<file path="config.mk">
export PLATFORM = sky130hd
export DESIGN_NAME = frac_mac_unit
export DESIGN_NICKNAME = d
export VERILOG_FILES = /design/src/rtl/frac_mac_pkg.sv /design/src/rtl/frac_mac_seq.sv /design/src/rtl/frac_mac_dp.sv /design/src/rtl/frac_mac_store.sv /design/src/rtl/frac_mac_unit.sv
export SDC_FILE = /design/constraint.sdc
export NUM_CORES = 1
export LEC_CHECK = 0
export ABC_CLOCK_PERIOD_IN_PS = 4100
export BUFFER_PORTS_ARGS = -buffer_cell sky130_fd_sc_hd__buf_2
export CORE_MARGIN = 3
export CORE_UTILIZATION = 52
export CTS_BUF_LIST = sky130_fd_sc_hd__clkbuf_16
export DETAILED_ROUTE_END_ITERATION = 8
export GPL_ROUTABILITY_DRIVEN = 0
export HOLD_SLACK_MARGIN = 0.02
export PLACE_DENSITY = 0.71
export SLEW_MARGIN = 25
export SYNTH_ARGS = -nofsm -noshare
export SYNTH_HDL_FRONTEND = slang
export SYNTH_SLANG_ARGS = --single-unit
</file>
<file path="constraint.sdc">
create_clock -name clk -period 4.1 [get_ports clk]
set_input_delay 0.82 -clock clk [delete_from_list [all_inputs] [get_ports clk]]
set_output_delay 0.82 -clock clk [all_outputs]
set_load 0.1 [all_outputs]
</file>
<file path="src/rtl/frac_mac_pkg.sv">
package frac_mac_pkg;

   typedef enum logic [2:0] {
      OP_NONE,
      OP_CLEAR,
      OP_REPEAT,
      OP_FOLD,
      OP_STORE
   } mac_op_e;

   // One command wins per cycle; everything is dropped while the repeat runs.
   function automatic mac_op_e pick_op(input logic busy, input logic clr,
                                       input logic rpt, input logic fold,
                                       input logic st);
      if (busy)      return OP_NONE;
      else if (clr)  return OP_CLEAR;
      else if (rpt)  return OP_REPEAT;
      else if (fold) return OP_FOLD;
      else if (st)   return OP_STORE;
      else           return OP_NONE;
   endfunction

endpackage

</file>
<file path="src/rtl/frac_mac_seq.sv">
module frac_mac_seq #(
   parameter int AW = 8,
   parameter int CW = 8
) (
   input  logic          clk,
   input  logic          rst_n,
   input  logic          start,
   input  logic [CW-1:0] rpt_count,
   input  logic [AW-1:0] coef_base,
   input  logic [AW-1:0] samp_base,
   output logic          busy,
   output logic [AW-1:0] coef_addr,
   output logic [AW-1:0] samp_addr
);

   logic          busy_q;
   logic [CW-1:0] cnt_q;
   logic [AW-1:0] cptr_q;
   logic [AW-1:0] sptr_q;

   always_ff @(posedge clk or negedge rst_n) begin
      if (!rst_n) begin
         busy_q <= 1'b0;
         cnt_q  <= '0;
         cptr_q <= '0;
         sptr_q <= '0;
      end else if (start) begin
         busy_q <= 1'b1;
         cnt_q  <= rpt_count;
         cptr_q <= coef_base;
         sptr_q <= samp_base;
      end else if (busy_q) begin
         cptr_q <= cptr_q + AW'(1);
         sptr_q <= sptr_q + AW'(1);
         if (cnt_q == '0) busy_q <= 1'b0;
         else             cnt_q  <= cnt_q - CW'(1);
      end
   end

   assign busy      = busy_q;
   assign coef_addr = cptr_q;
   assign samp_addr = sptr_q;

   // the last step ends the run, earlier steps keep it going
   assert_last_step_R3: assert property (@(posedge clk) disable iff (!rst_n)
      (busy_q && cnt_q == '0 && !start) |=> !busy_q);
   assert_keep_going_R3: assert property (@(posedge clk) disable iff (!rst_n)
      (busy_q && cnt_q != '0) |=> busy_q);
   // the first busy cycle presents the captured bases
   assert_addr_start_R4: assert property (@(posedge clk) disable iff (!rst_n)
      $rose(busy_q) |-> (cptr_q == $past(coef_base) && sptr_q == $past(samp_base)));

endmodule

</file>
<file path="src/rtl/frac_mac_dp.sv">
module frac_mac_dp #(
   parameter int DW    = 16,
   parameter int GUARD = 8,
   localparam int PW   = 2 * DW,
   localparam int ACCW = PW + GUARD
) (
   input  logic            clk,
   input  logic            rst_n,
   input  logic            clear,
   input  logic            step,
   input  logic            fold,
   input  logic [DW-1:0]   coef,
   input  logic [DW-1:0]   samp,
   output logic [ACCW-1:0] acc
);

   logic signed [PW-1:0]   mult;
   logic signed [PW-1:0]   prod_q;
   logic signed [ACCW-1:0] prod_wide;
   logic signed [ACCW-1:0] prod_al;
   logic signed [ACCW-1:0] acc_q;

   assign mult      = PW'($signed(coef)) * PW'($signed(samp));
   assign prod_wide = {{GUARD{prod_q[PW-1]}}, prod_q};
   // drop the doubled sign so the product sits on the accumulator's binary point
   assign prod_al   = {prod_wide[ACCW-2:0], 1'b0};

   always_ff @(posedge clk or negedge rst_n) begin
      if (!rst_n) begin
         prod_q <= '0;
         acc_q  <= '0;
      end else if (clear) begin
         prod_q <= '0;
         acc_q  <= '0;
      end else if (step) begin
         prod_q <= mult;
         acc_q  <= acc_q + prod_al;
      end else if (fold) begin
         acc_q  <= acc_q + prod_al;
      end
   end

   assign acc = acc_q;

   // clear empties both registers
   assert_clear_R2: assert property (@(posedge clk) disable iff (!rst_n)
      clear |=> (acc_q == '0 && prod_q == '0));
   // with no accepted command the accumulator holds
   assert_acc_hold_R10: assert property (@(posedge clk) disable iff (!rst_n)
      (!clear && !step && !fold) |=> $stable(acc_q));
   // folding leaves the product register untouched
   assert_fold_keeps_prod_R6: assert property (@(posedge clk) disable iff (!rst_n)
      (fold && !clear && !step) |=> $stable(prod_q));

endmodule

</file>
<file path="src/rtl/frac_mac_store.sv">
module frac_mac_store #(
   parameter int DW     = 16,
   parameter int GUARD  = 8,
   parameter bit SAT_EN = 1'b1,
   localparam int PW    = 2 * DW,
   localparam int ACCW  = PW + GUARD
) (
   input  logic            clk,
   input  logic            rst_n,
   input  logic            en,
   input  logic [ACCW-1:0] acc,
   output logic            st_valid,
   output logic [DW-1:0]   st_data
);

   logic [DW-1:0] word;
   logic [DW-1:0] hi;

   assign hi = acc[PW-1:DW];

   generate
      if (SAT_EN) begin : g_sat
         logic [GUARD:0] hdr;
         logic           ovf;
         assign hdr  = acc[ACCW-1:PW-1];
         assign ovf  = !((&hdr) || !(|hdr));
         assign word = !ovf ? hi :
                       acc[ACCW-1] ? {1'b1, {(DW-1){1'b0}}} : {1'b0, {(DW-1){1'b1}}};

         // a clipped word carries the sign of the accumulator
         assert_sat_sign_R8: assert property (@(posedge clk) disable iff (!rst_n)
            (en && ovf) |=> (st_data[DW-1] == $past(acc[ACCW-1])));
      end else begin : g_trunc
         assign word = hi;
      end
   endgenerate

   always_ff @(posedge clk or negedge rst_n) begin
      if (!rst_n) begin
         st_valid <= 1'b0;
         st_data  <= '0;
      end else begin
         st_valid <= en;
         if (en) st_data <= word;
      end
   end

endmodule

</file>
<file path="src/rtl/frac_mac_unit.sv">
module frac_mac_unit #(
   parameter int DW     = 16,
   parameter int GUARD  = 8,
   parameter int AW     = 8,
   parameter int CW     = 8,
   parameter bit SAT_EN = 1'b1,
   localparam int ACC_W = 2 * DW + GUARD
) (
   input  logic             clk,
   input  logic             rst_n,
   input  logic             cmd_clear,
   input  logic             cmd_repeat,
   input  logic             cmd_fold,
   input  logic             cmd_store,
   input  logic [CW-1:0]    rpt_count,
   input  logic [AW-1:0]    coef_base,
   input  logic [AW-1:0]    samp_base,
   output logic [AW-1:0]    coef_addr,
   input  logic [DW-1:0]    coef_data,
   output logic [AW-1:0]    samp_addr,
   input  logic [DW-1:0]    samp_data,
   output logic             busy,
   output logic [ACC_W-1:0] acc_out,
   output logic             st_valid,
   output logic [DW-1:0]    st_data
);
   import frac_mac_pkg::*;

   initial begin
      assert (DW >= 2)    else $error("operand width must be at least 2");
      assert (GUARD >= 1) else $error("at least one guard bit is needed");
      assert (AW >= 1)    else $error("address width must be positive");
      assert (CW >= 1)    else $error("count width must be positive");
   end

   mac_op_e op;
   logic    go_clear, go_repeat, go_fold, go_store;

   assign op        = pick_op(busy, cmd_clear, cmd_repeat, cmd_fold, cmd_store);
   assign go_clear  = (op == OP_CLEAR);
   assign go_repeat = (op == OP_REPEAT);
   assign go_fold   = (op == OP_FOLD);
   assign go_store  = (op == OP_STORE);

   frac_mac_seq #(.AW(AW), .CW(CW)) seq_i (
      .clk       (clk),
      .rst_n     (rst_n),
      .start     (go_repeat),
      .rpt_count (rpt_count),
      .coef_base (coef_base),
      .samp_base (samp_base),
      .busy      (busy),
      .coef_addr (coef_addr),
      .samp_addr (samp_addr)
   );

   frac_mac_dp #(.DW(DW), .GUARD(GUARD)) dp_i (
      .clk   (clk),
      .rst_n (rst_n),
      .clear (go_clear),
      .step  (busy),
      .fold  (go_fold),
      .coef  (coef_data),
      .samp  (samp_data),
      .acc   (acc_out)
   );

   frac_mac_store #(.DW(DW), .GUARD(GUARD), .SAT_EN(SAT_EN)) st_i (
      .clk      (clk),
      .rst_n    (rst_n),
      .en       (go_store),
      .acc      (acc_out),
      .st_valid (st_valid),
      .st_data  (st_data)
   );

   // a strobe only follows a store request seen while idle
   assert_store_idle_R10: assert property (@(posedge clk) disable iff (!rst_n)
      st_valid |-> $past(cmd_store && !busy));
   // the strobe lasts a single cycle unless a new store was accepted
   assert_strobe_single_R7: assert property (@(posedge clk) disable iff (!rst_n)
      (st_valid && !go_store) |=> !st_valid);
   // clear beats every other command
   assert_clear_first_R11: assert property (@(posedge clk) disable iff (!rst_n)
      (cmd_clear && !busy) |=> (acc_out == '0 && !busy && !st_valid));

endmodule

</file>
==> summary.md, run 1 <==
| Metric | Value |
|---|---|
| Post-Syn Nets | `roughly 2,200` |
| Chip Height | `184 um` |
| Reg clk slew, reported paths | `0.06 ns` |
| Crit path cell chain | `buf_12, buf_4, buf_4, and2_1, fa_1, inv_1, fa_1, fa_1, fa_1, inv_1, fa_1, inv_1, fa_1, inv_1, ha_2, a21o_1, a21o_1, a2111oi_4, o21a_1, nand3b_1, a31oi_4, o31ai_2, xnor2_1, o21ai_1` |
| Vias per cell | `5.46` |
| Drt wl/cell | `16.6 um` |
| Final Instance Area | `0.0206 sq mm` |
| Worst Path Arrival | `6.22 ns` |
| Post-Route WL | `40,800 um` |
| Worst-Margin Slew | `0.928 ns` |
| Core footprint | `approximately 0.03 sq mm` |
| Crit-path max cell delay | `0.53 ns` |
| Gr usage total | `0.247` |
| Failing checks | `setup timing` |
| Core Util, Final | `0.667` |
| Largest net degree at the start of global routing | `64` |
| Post-synth top area share | `0.321` |
| Initial Utilization | `0.532` |
| Worst hold start | `st_i.st_data[6]$_DFFE_PN0P_` |
| CP endpoint kind | `register` |
| Largest area contributor in the netlist | `fa_1` |
| First-pass GRT wire length | `67,800 um` |
| Setup-failing EPs final | `25` |
| Worst R2R Start | `dp_i.acc[1]$_DFFE_PN0P_` |
| Distinct cells, synth | `66` |
| Type of origin of the critical path | `input pin` |
| R2R Setup Slk | `1.01 ns` |
| DRT iter0 DRCs | `679` |
| Num Clock Sinks | `around 110` |
| Buffer and inverter count on the worst path | `7` |
| Area grow syn2layout | `25.5%` |
| Area of the die | `0.0337 sq mm` |
| Final ANT Viol Nets | `0` |
| Slowest stage cell, crit path | `fa_1` |
| RSZ-0062 raised after global routing | `yes` |
| Max Cap Violations | `0` |
| Post-synthesis adder-cell area fraction | `0.416` |
| Final HPWL DP | `33,100 um` |
| Synth top area cells | `fa_1 32%, dfrtp_1 17%, ha_1 9.5%` |
| Commonest non-fill, non-tap cells in the layout | `288 x inv_1, 249 x fa_1, 203 x nand2_1` |
| Most common cell after layout, fill and taps aside | `inv_1` |
| CTS tree | `built` |
| Number of synthesized flops with an enable pin | `0` |
| CP max FO | `6` |
| Final Hold Vio Count | `0` |
| Critical Path Source | `coef_data[7]` |
| Clock Skew | `approximately 0.011 ns` |
| YS warnings | `0` |
| CTS max path bufs | `2` |
| Ys async rst share | `1.00` |
| Mapped Area | `0.0164 sq mm` |
| Min Tclk post-route | `5.93 ns` |
| Fin crit share | `1.45` |
| Die Wd | `~180 um` |
| Fmax | `approximately 170 MHz` |
| Global route overflow | `0` |
| Initial antenna violation count | `0` |
| Fraction of layout cells with a size suffix above 1 | `0.259` |
| Synth Area in Simple Gates | `0.140` |
| Seq/Total Area, Yosys | `0.173` |
| Setup ws final | `-1.83 ns` |
| Status | `finished, violations left` |
| Xor and xnor area share after synthesis | `0.0406` |
| Class of the worst hold path | `register to register` |
| ANT cells | `0` |
| Clk_lat worst skew | `~0.42 ns` |
| Compound-Gate Fraction of Synth Area | `0.142` |
| Row Count | `64` |
| Register bit count reported by yosys | `between 100 and 150` |
| Combinational family with the most area after synthesis | `adder cells` |
| CP most frequent cell | `fa_1` |
| Drt drc | `0` |
| Vias | `approximately 13,000` |
| PortBufs | `134` |
| CTS Root Cell | `clkbuf_16` |
| Area post-placement | `about 0.019 sq mm` |
| Ys flop type | `dfrtp_1` |
| DP Worst Slack | `-2.42 ns` |
| Multiplexer area fraction after synthesis | `0.00137` |
| Synth Area per Inst | `9.32 sq um` |
| # IOs | `136` |
| CTS H-tree depth | `4` |
| Final Max Slew Viols | `0` |
| Cells after Synth | `1,758` |
| Nets | `approximately 2,500` |
| CP top delay family | `adder cells` |
| Hold Slack | `0.474 ns` |
| Slew HR | `0.382` |
| Kind of critical path | `input pin to register` |
| Vias in the first global route | `~14,000` |
| WP data required | `4.39 ns` |
| Router iterations before antenna repair | `5` |
| CTS Buf Count | `17` |
-- kinds of logic after synthesis --
family	count (synthesis)
multiplexers	2
flip-flops	113
AND/OR/NAND/NOR	476
adder cells (fa/ha/maj)	387
XOR/XNOR	76
AO/OA/AOI/OAI	325
buffers and inverters	378
other	1
-- worst register-to-register path: cells and delay by family (launching register included) --
family,cells,cell delay (ns)
compound gates,6,1.37
fa+ha+maj,2,0.69
flops,1,0.40
simple gates,2,0.56
-- through the flow --
step / TNS (ns) / std cells
final: -33.98 / 2464
after CTS: -34.03 / 2446
after global placement: -44.92 / 2398
after floorplan: -35.00 / 1758
after global routing: -37.66 / 2464
after detailed placement: -47.21 / 2398
-- path summary, 6_finish.rpt --
path                                               endpoint  cells after the start
worst max-delay path            dp_i.prod_q[31]$_DFFE_PN0P_                     24
worst min-delay path            st_i.st_data[6]$_DFFE_PN0P_                      2
worst max register to register     dp_i.acc[39]$_DFFE_PN0P_                     10
worst min register to register  st_i.st_data[6]$_DFFE_PN0P_                      2
max in group asynchronous       dp_i.prod_q[23]$_DFFE_PN0P_                      2
min in group asynchronous           st_i.st_valid$_DFF_PN0_                      1
-- cell usage after synthesis, types with 3 or more instances --
cell type,n
a211oi_1,8
a211oi_2,3
a21o_1,37
a21oi_1,63
a22o_1,43
a22oi_1,9
a31oi_1,8
a31oi_2,3
a32o_1,4
a32oi_1,4
and2_1,127
and3_1,4
clkbuf_1,63
dfrtp_1,113
fa_1,263
ha_1,124
inv_1,312
nand2_1,212
nand2b_1,12
nand3_1,24
nand4_1,9
nor2_1,49
nor2b_1,4
nor3_1,16
nor4_1,5
o2111ai_1,3
o211ai_1,11
o21a_1,12
o21ai_0,35
o21ai_1,27
o21bai_1,10
o31ai_1,19
o31ai_2,3
or3_1,4
xnor2_1,48
xor2_1,28
-- area by class of cell --
class	count	area (sq um)
Inverter	312	1170
Tap cell	396	495
Clock inverter	15	159
Timing Repair Buffer	344	2650
Clock buffer	17	425
Sequential cell	113	2830
Fill cell	2331	10300
Multi-Input combinational cell	1267	12800
-- metal layers --
layer / global-route usage / up-vias / share of wire
met5: 0 / - / 0
met4: 0.0683 / 0 / 0.020
met3: 0.0275 / 63 / 0.036
met2: 0.448 / 308 / 0.54
met1: 0.314 / 6818 / 0.40
li1: - / 6264 / -
-- registers in the layout, summed over array words and instances, names as in the netlist --
register         cells
dp_i.acc            39
dp_i.prod_q         32
seq_i.busy           1
seq_i.cnt_q          8
seq_i.coef_addr      8
seq_i.samp_addr      8
st_i.st_data        16
st_i.st_valid        1
-- what timing repair did --
item / in CTS / in global routing
hold buffers: 0 / 0
setup buffers: 16 / 21
pin swaps: 82 / 93
gates resized for setup: 112 / 81
setup endpoints to repair: 26 / 25
gates cloned: 0 / 1
Power of run 1 is not shown: default switching activity piles up to over one toggle a cycle in this logic, so the estimate is an artifact.
==> inputs of run 2 (changes only) <==
CTS_BUF_LIST = sky130_fd_sc_hd__clkbuf_4   (was sky130_fd_sc_hd__clkbuf_16)
==> run 2 against run 1 <==
The flow still finishes with violations (setup timing). Utilization shrank 1.4 points. Critical endpoint is now dp_i.prod_q[28]$_DFFE_PN0P_. Cell count shrank 0.49%. Sequential cell count is the same. Via count shrank 0.58%. Register-to-register slack is essentially flat. Critical path depth shrank 3. Maximum frequency grew 2.2%.
==> summary.md, run 2 (synthesis results as in run 1) <==
| Metric | Value |
|---|---|
| Status | `finished, violations left` |
| Failing checks | `setup timing` |
| ANT cells | `0` |
| Number of flip-flops in the largest register | `39` |
| Final Hold Vio Count | `0` |
| CTS tree | `built` |
| Final non-filler cell total | `2,452` |
| Vias per cell | `around 5.5` |
| Drt wl/cell | `16.6 um` |
| Vias in the first global route | `14,100` |
| Fmax | `172 MHz` |
| Class of the worst hold path | `input pin to async pin` |
| Reg clk slew, reported paths | `0.13 ns` |
| Worst-Margin Slew | `~0.91 ns` |
| CTS Hold Buffers Added | `0` |
| Global route overflow | `0` |
| CTS H-tree depth | `4` |
| R2R Setup Slk | `about 1.0 ns` |
| Placed Cells | `2,398` |
| CTS max path bufs | `2` |
| Num Clock Sinks | `roughly 110` |
| PortBufs | `134` |
| Die Wd | `about 180 um` |
| Row Count | `64` |
| Area of the die | `around 0.034 sq mm` |
| Clk_lat worst skew | `0.54 ns` |
| CTS Root Cell | `clkbuf_4` |
| CP endpoint kind | `register` |
| Kind of critical path | `input pin to register` |
| First-pass GRT wire length | `around 67,000 um` |
| Core footprint | `0.0308 sq mm` |
| Gr usage total | `0.244` |
| Fraction of layout cells with a size suffix above 1 | `0.255` |
| Worst Path Arrival | `6.21 ns` |
| Area grow syn2layout | `22.9%` |
| Drt drc | `0` |
| Min Tclk post-route | `~5.8 ns` |
| Fin crit share | `1.42` |
| Type of origin of the critical path | `input pin` |
| Worst Reg-to-Reg Cells | `11` |
| Final HPWL DP | `33,100 um` |
| Post-Route WL | `approximately 41,000 um` |
| Commonest non-fill, non-tap cells in the layout | `287 x inv_1, 245 x fa_1, 206 x nand2_1` |
| Nets | `2,492` |
| Worst R2R Start | `dp_i.acc[1]$_DFFE_PN0P_` |
| Setup-failing EPs final | `25` |
| Final ANT Viol Nets | `0` |
| Clock Skew | `0.0280 ns` |
| Setup ws final | `-1.71 ns` |
| Initial Utilization | `0.532` |
| CP max FO | `5` |
| Router iterations before antenna repair | `5` |
| WP data required | `4.51 ns` |
| CTS Buf Count | `17` |
| Chip Height | `184 um` |
| Max Cap Violations | `0` |
| Vias | `between 10,000 and 15,000` |
| Largest net degree at the start of global routing | `64` |
| Slew HR | `0.394` |
| Most common cell after layout, fill and taps aside | `inv_1` |
| Critical Path Source | `coef_data[5]` |
| Initial antenna violation count | `0` |
| # IOs | `~140` |
| DRT iter0 DRCs | `689` |
| R2r endpoint | `dp_i.acc[35]$_DFFE_PN0P_` |
| Final Max Slew Viols | `0` |
| RSZ-0062 raised after global routing | `yes` |
==> run 2: final cells by class <==
class | count | area [sq um]
Fill cell | 2397 | 10700
Clock inverter | 14 | 155
Timing Repair Buffer | 332 | 2520
Sequential cell | 113 | 2830
Multi-Input combinational cell | 1267 | 12800
Tap cell | 396 | 495
Inverter | 312 | 1170
Clock buffer | 18 | 135
==> run 2: layer usage <==
| layer | vias to the layer above | GRT usage | part of all wire |
|---|---|---|---|
| met1 | 6759 | 0.311 | 0.40 |
| met5 | - | 0 | 0 |
| li1 | 6221 | - | - |
| met4 | 0 | 0.0545 | 0.019 |
| met3 | 73 | 0.0307 | 0.039 |
| met2 | 322 | 0.446 | 0.54 |
==> run 2: stage by stage <==
step | area [sq um] | hold WS [ns] | worst slack, ns | TNS [ns] | util
2_1_floorplan | 16800 | 0.453 | -2.00 | -35.00 | -
3_3_place_gp | 19000 | 0.454 | -2.30 | -44.92 | 0.616
3_5_place_dp | 19000 | 0.466 | -2.42 | -47.21 | 0.616
4_1_cts | 19800 | 0.348 | -1.74 | -30.86 | 0.642
5_1_grt | 20100 | 0.379 | -1.83 | -33.53 | 0.653
6_report | 20100 | 0.341 | -1.71 | -30.77 | 0.653
==> run 2: what timing repair did <==
item / CTS / global route
hold endpoints to repair: 0 / 0
cloned: 0 / 0
endpoints found under the setup margin: 25 / 25
buffers inserted: 14 / 12
resized for setup: 109 / 73
pin swaps: 103 / 72
==> run 2: worst max-delay path by stage <==
stage	to	slack (ns)
2_1_floorplan	dp_i.prod_q[28]$_DFFE_PN0P_	-2.00
3_3_place_gp	dp_i.prod_q[28]$_DFFE_PN0P_	-2.30
3_5_place_dp	dp_i.prod_q[28]$_DFFE_PN0P_	-2.42
4_1_cts	dp_i.prod_q[28]$_DFFE_PN0P_	-1.74
5_1_grt	dp_i.prod_q[28]$_DFFE_PN0P_	-1.83
6_report	dp_i.prod_q[28]$_DFFE_PN0P_	-1.71
==> run 2: worst max-delay path, stage by stage <==
cell      delay (ns)
buf_8           0.11
and2_4          0.15
fa_1            0.54
inv_1           0.05
fa_1            0.49
fa_1            0.43
fa_1            0.52
inv_1           0.05
fa_1            0.47
inv_1           0.05
fa_1            0.48
inv_2           0.05
ha_4            0.24
a21o_1          0.18
a21o_4          0.23
o31ai_4         0.28
a211oi_2        0.14
o21a_1          0.21
o21ai_2         0.16
mux2_4          0.31
a221o_1         0.25
Power of run 2 is left out for the same reason.
